## config.mk

```make
export PLATFORM = sky130hd
export DESIGN_NAME = wp_status_ctrl
export DESIGN_NICKNAME = d
export VERILOG_FILES = /design/src/rtl/wp_ctrl_pkg.sv /design/src/rtl/wp_range_decode.sv /design/src/rtl/wp_cycle_timer.sv /design/src/rtl/wp_status_regs.sv /design/src/rtl/wp_status_ctrl.sv
export SDC_FILE = /design/constraint.sdc
export NUM_CORES = 1
export LEC_CHECK = 0
export ABC_AREA = 1
export BUFFER_PORTS_ARGS = -buffer_cell sky130_fd_sc_hd__buf_2
export CAP_MARGIN = 0
export CORE_UTILIZATION = 28
export DETAILED_ROUTE_END_ITERATION = 10
export GPL_ROUTABILITY_DRIVEN = 1
export PLACE_DENSITY = 0.56
export SETUP_SLACK_MARGIN = 0.2
export SYNTH_ARGS = -nofsm -noshare
export SYNTH_HDL_FRONTEND = slang
export SYNTH_SLANG_ARGS = --single-unit
```

## constraint.sdc

```tcl
create_clock -name clk -period 1.6 [get_ports clk]
set_input_delay 0.16 -clock clk [delete_from_list [all_inputs] [get_ports clk]]
set_output_delay 0.16 -clock clk [all_outputs]
set_load 0.03 [all_outputs]
```

## src/rtl/wp_ctrl_pkg.sv

```systemverilog
// Shared definitions for the status/write-protect controller.
// Assumes a status byte with fixed bit positions that the command
// decoder reads directly.
package wp_ctrl_pkg;
    localparam int SR_BUSY = 0;
    localparam int SR_WEN  = 1;
    localparam int SR_BPLO = 2;
    localparam int SR_BPHI = 3;
    localparam int SR_LOCK = 7;

    typedef enum logic [1:0] {
        GUARD_NONE    = 2'b00,
        GUARD_QUARTER = 2'b01,
        GUARD_HALF    = 2'b10,
        GUARD_ALL     = 2'b11
    } guard_e;

    // Assemble the visible status byte; unused bits read zero.
    function automatic logic [7:0] pack_status(logic lock, guard_e bp,
                                               logic wen, logic busy);
        logic [7:0] s;
        s = 8'h00;
        s[SR_LOCK] = lock;
        s[SR_BPHI:SR_BPLO] = bp;
        s[SR_WEN] = wen;
        s[SR_BUSY] = busy;
        return s;
    endfunction
endpackage

```

## src/rtl/wp_range_decode.sv

```systemverilog
// Decides whether an address lies in the guarded upper share of the array.
// Assumes ADDR_W >= 2 so that quarters of the array exist.
module wp_range_decode
    import wp_ctrl_pkg::*;
#(
    parameter int ADDR_W = 13
) (
    input  guard_e              bp,
    input  logic [ADDR_W-1:0]   addr,
    output logic                guarded
);
    localparam int TOP = ADDR_W - 1;

    logic in_top_half;
    logic in_top_quarter;

    generate
        if (ADDR_W >= 2) begin : g_split
            assign in_top_half    = addr[TOP];
            assign in_top_quarter = addr[TOP] & addr[TOP-1];
        end else begin : g_tiny
            assign in_top_half    = addr[0];
            assign in_top_quarter = 1'b0;
        end
    endgenerate

    // Select the guarded region from the block-protect field.
    always_comb begin
        unique case (bp)
            GUARD_NONE:    guarded = 1'b0;
            GUARD_QUARTER: guarded = in_top_quarter;
            GUARD_HALF:    guarded = in_top_half;
            default:       guarded = 1'b1;
        endcase
    end
endmodule

```

## src/rtl/wp_cycle_timer.sv

```systemverilog
// Self-timed write interval: busy for exactly TICKS cycles after start.
// done is high in the last busy cycle. start is ignored while busy.
module wp_cycle_timer #(
    parameter int TICKS = 20
) (
    input  logic clk,
    input  logic rst_n,
    input  logic start,
    output logic busy,
    output logic done
);
    localparam int CW = $clog2(TICKS + 1);
    localparam logic [CW-1:0] LOAD = CW'(TICKS - 1);

    logic [CW-1:0] left;

    // Load on start, count down while busy, drop busy after the last tick.
    always_ff @(posedge clk) begin
        if (!rst_n) begin
            busy <= 1'b0;
            left <= '0;
        end else if (busy) begin
            if (left == '0) busy <= 1'b0;
            else            left <= left - 1'b1;
        end else if (start) begin
            busy <= 1'b1;
            left <= LOAD;
        end
    end

    assign done = busy && (left == '0);
endmodule

```

## src/rtl/wp_status_regs.sv

```systemverilog
// Holds the enable latch and the lock/block-protect bits.
// A status commit is staged and applied when the write interval ends,
// so the visible lock/protect bits stay frozen while busy.
module wp_status_regs
    import wp_ctrl_pkg::*;
(
    input  logic       clk,
    input  logic       rst_n,
    input  logic       set_wen,
    input  logic       clr_wen,
    input  logic       stage_sr,
    input  logic [7:0] sr_data,
    input  logic       busy,
    input  logic       done,
    output logic       lock,
    output guard_e     bp,
    output logic       wen
);
    logic   stage_vld;
    logic   stage_lock;
    guard_e stage_bp;

    // Enable latch: cleared at the end of a write, else follows requests when idle.
    always_ff @(posedge clk) begin
        if (!rst_n)                wen <= 1'b0;
        else if (done)             wen <= 1'b0;
        else if (!busy && set_wen) wen <= 1'b1;
        else if (!busy && clr_wen) wen <= 1'b0;
    end

    // Stage a new status value and apply it when the interval finishes.
    always_ff @(posedge clk) begin
        if (!rst_n) begin
            stage_vld  <= 1'b0;
            stage_lock <= 1'b0;
            stage_bp   <= GUARD_NONE;
            lock       <= 1'b0;
            bp         <= GUARD_NONE;
        end else if (stage_sr) begin
            stage_vld  <= 1'b1;
            stage_lock <= sr_data[SR_LOCK];
            stage_bp   <= guard_e'(sr_data[SR_BPHI:SR_BPLO]);
        end else if (done && stage_vld) begin
            stage_vld <= 1'b0;
            lock      <= stage_lock;
            bp        <= stage_bp;
        end
    end
endmodule

```

## src/rtl/wp_status_ctrl.sv

```systemverilog
// Top of the status/write-protect controller. Qualifies status and
// array write requests against the enable latch, hardware-protect mode
// and the guarded address range, then runs the self-timed interval.
// Assumes at most one request pulse per cycle.
module wp_status_ctrl
    import wp_ctrl_pkg::*;
#(
    parameter int ADDR_W      = 13,
    parameter int WRITE_TICKS = 20
) (
    input  logic              clk,
    input  logic              rst_n,
    input  logic              req_wren,
    input  logic              req_wrdi,
    input  logic              req_wrsr,
    input  logic [7:0]        wrsr_data,
    input  logic              req_write,
    input  logic [ADDR_W-1:0] write_addr,
    input  logic              wp_n,
    output logic [7:0]        status_o,
    output logic              grant_o
);
    logic   lock, wen, busy, done, guarded;
    guard_e bp;
    logic   hw_locked, sr_ok, arr_ok, start;

    wp_range_decode #(.ADDR_W(ADDR_W)) u_range (
        .bp      (bp),
        .addr    (write_addr),
        .guarded (guarded)
    );

    wp_cycle_timer #(.TICKS(WRITE_TICKS)) u_timer (
        .clk   (clk),
        .rst_n (rst_n),
        .start (start),
        .busy  (busy),
        .done  (done)
    );

    wp_status_regs u_regs (
        .clk      (clk),
        .rst_n    (rst_n),
        .set_wen  (req_wren),
        .clr_wen  (req_wrdi),
        .stage_sr (sr_ok),
        .sr_data  (wrsr_data),
        .busy     (busy),
        .done     (done),
        .lock     (lock),
        .bp       (bp),
        .wen      (wen)
    );

    // Qualify incoming write requests.
    always_comb begin
        hw_locked = lock & ~wp_n;
        sr_ok     = req_wrsr  & wen & ~busy & ~hw_locked;
        arr_ok    = req_write & wen & ~busy & ~guarded;
        start     = sr_ok | arr_ok;
    end

    // One-cycle grant, aligned with the rise of the busy flag.
    always_ff @(posedge clk) begin
        if (!rst_n) grant_o <= 1'b0;
        else        grant_o <= start;
    end

    assign status_o = pack_status(lock, bp, wen, busy);
endmodule

```

==> key figures <==
GRT
  – GRT Total Usage: 0.118
  – Global route total overflow: 0
  – Number of global-route vias before repair: 615
  – Largest net degree at the start of global routing: 10
  – Initial antenna violation count: 0
  – First-pass GRT wire length: 2.41 mm

Cells and area
  – Final core occ: 0.351
  – Nets@finish: 144
  – Antenna diodes: 0
  – Area delta synth->final: 14.8%
  – Share of cells above drive strength 1: 0.377

Pwr
  – Worst VDD drop: 0.000425 V
  – Total power: 881 uW
  – P per Cell Area: 987 nW/um^2
  – Pleak: 0.419 nW

CTS
  – Skew-Pair Late Insertion Delay: 0.29 ns
  – Longest Clk Path Bufs: 2
  – CTS Buf Count: 3
  – Quantity of gates resized following cts: 0
  – H-tree levels: 1
  – Clock Pin Slew Worst Setup and Hold Paths: 0.09 ns
  – CTS Sinks: 15
  – CTS tree: built
  – # Post-CTS Setup Buffers: 0
  – CTS root buf: clkbuf_4
  – Hold_buf cts: 0

Setup path
  – Reg2reg setup slack: 0.32 ns
  – CP Class: flip-flop to flip-flop
  – CP max FO: 4
  – Worst endpoint data arrival time: 1.46 ns
  – Worst Path Required: 1.78 ns
  – Critical path launch point: u_timer.left[0]
  – R2R depth: 7
  – Crit start category: flip-flop
  – FF-to-FF End: u_regs.lock
  – Worst r2r src: u_timer.left[0]
  – CP endpoint kind: flip-flop

Outcome
  – Outcome: complete, no violations

Logic synthesis
  – Synth Area in XOR/XNOR: 0.0113
  – Sequential share of the synthesized area: 0.386
  – Yosys reg bits: 15
  – Largest family of logic cells by synthesized area: simple AND/OR/NAND/NOR gates
  – Simple-gate share of the synthesized area: 0.341
  – Compound-Gate Fraction of Synth Area: 0.105
  – Mean Syn Cell Area: 8.02 um^2
  – Async SR Flop Fraction: 0
  – Post-Synth Adder-Cell Area: 0.0161
  – Synth cell types: 27
  – Post-synth EDFFs: 0
  – Post-Syn Area: 778 um^2
  – Mapped Cells: 97
  – Most used DFF post-synth: dfxtp_1
  – Yosys warns: 0
  – Mux contribution to synthesized area: 0

Placement
  – Routability cong.: 0.818
  – Port bufs: 17
  – Dpl hpwl: 1.10 mm

Detailed routing
  – First DRT Iteration DRCs: 9
  – Vias: 659
  – Post-route DRC: 0
  – Antenna Violating Nets Remaining: 0
  – Drt total wl: 1.42 mm
  – Avg WL per Cell: 9.85 um
  – Vias per inst: 4.58
  – DRT Pass-1 Iters: 5

Timing
  – Hold Vio Cnt, Final: 0
  – Period utilization: 0.799
  – Max-slew violations: 0
  – Endpoints failing setup: 0
  – Setup TNS: 0 ns
  – Crit path time final: 1.28 ns
  – RSZ-0062 raised after global routing: false
  – Clock skew: 0.00643 ns
  – FMAX: 782 MHz

Floorplan
  – Die span in x: 54.7 um
  – Die area: 2990 um^2
  – FP Rows: 18
  – Core area: 2540 um^2
  – Overall die height: 54.7 um
  – IO Pins: 37
  – Starting Density: 0.306

Min path
  – Hold depth: 3
  – Hold Path Sink: u_regs.stage_bp[1]
  – Worst Hold Launch: wrsr_data[3]
  – Tightest Hold Check Type: input pin to flip-flop

Run
  – Max cap viols: 0
## cell families after synthesis
kind of cell    count (synthesis)
buf+inv                        20
flops                          15
other cells                     1
fa+ha+maj                       1
simple gates                   44
compound gates                 15
xor+xnor                        1
## state kept, by name, indices dropped and copies added, names as in the netlist
signal             cells
grant_o                1
u_regs.bp              2
u_regs.stage_bp        2
u_timer.left           5
u_regs.wen             1
u_regs.lock            1
u_regs.stage_lock      1
u_timer.busy           1
u_regs.stage_vld       1
## where the power goes
group          internal [mW]  leakage [nW]  switching [mW]
combinational         0.0922         0.279           0.145
sequential             0.405         0.123          0.0250
clock                 0.0929        0.0177           0.121
## worst max-delay path by stage
stage / endpoint / slack (ns) / depth (start not counted)
final: u_regs.lock / 0.32 / 7
after global routing: u_regs.bp[0] / 0.25 / 7
after CTS: status_o[0] / 0.21 / 2
after detailed placement: u_regs.bp[1] / 0.28 / 7
after global placement: u_regs.bp[0] / 0.28 / 7
after floorplan: u_regs.bp[0] / 0.43 / 7
## synth_stat cells (2+ instances only)
| cell | number | share of area |
|---|---|---|
| nand2_1 | 11 | 0.053 |
| nand3_1 | 6 | 0.039 |
| inv_1 | 8 | 0.039 |
| buf_4 | 6 | 0.058 |
| dfxtp_1 | 15 | 0.39 |
| inv_2 | 4 | 0.019 |
| nor2_2 | 2 | 0.016 |
| o21ai_0 | 2 | 0.013 |
| nand2_2 | 3 | 0.024 |
| nand3_2 | 4 | 0.051 |
| a21oi_1 | 7 | 0.045 |
| nor2_1 | 9 | 0.043 |
| o21ai_1 | 3 | 0.019 |
| nand4_1 | 4 | 0.032 |
## metal layers
layer | track usage | vias to the layer above | part of all wire
li1 | - | 342 | -
met1 | 0.127 | 300 | 0.44
met2 | 0.197 | 12 | 0.50
met3 | 0.0333 | 5 | 0.034
met4 | 0.0812 | 0 | 0.030
met5 | 0 | - | 0
## per-stage QoR
stage	cell area (um^2)	cells	setup WS [ns]	hold slack [ns]
5_1_grt	893	144	0.252	0.143
2_1_floorplan	786	99	0.427	0.324
3_3_place_gp	862	140	0.275	0.434
4_1_cts	890	144	0.208	0.127
6_report	893	144	0.321	0.130
3_5_place_dp	862	140	0.281	0.441
## worst max-delay path, stage by stage (launching register included)
cell,delay [ns]
dfxtp_1,0.32
inv_1,0.10
ha_2,0.25
nand4_2,0.15
nor2_4,0.16
inv_2,0.06
nor2_1,0.08
nor2_1,0.05
## cell usage in the layout, fill, tap and decap left out, drive strengths merged, types with 3 or more instances in the layout
master   n
a21oi    7
buf     19
clkbuf   3
conb     3
dfxtp   15
inv     12
nand2   15
nand3   10
nand4    5
nor2    13
o21ai    5
## final cells by class
class,count,area [um^2]
tap,30,37.5
clock inverter,1,5.00
timing repair buffer,19,100
fill,292,1650
clock buffer,3,22.5
sequential,15,302
multi-input combinational,64,382
inverter,12,45.0
No activity file was read; power rests on OpenSTA's default activity.
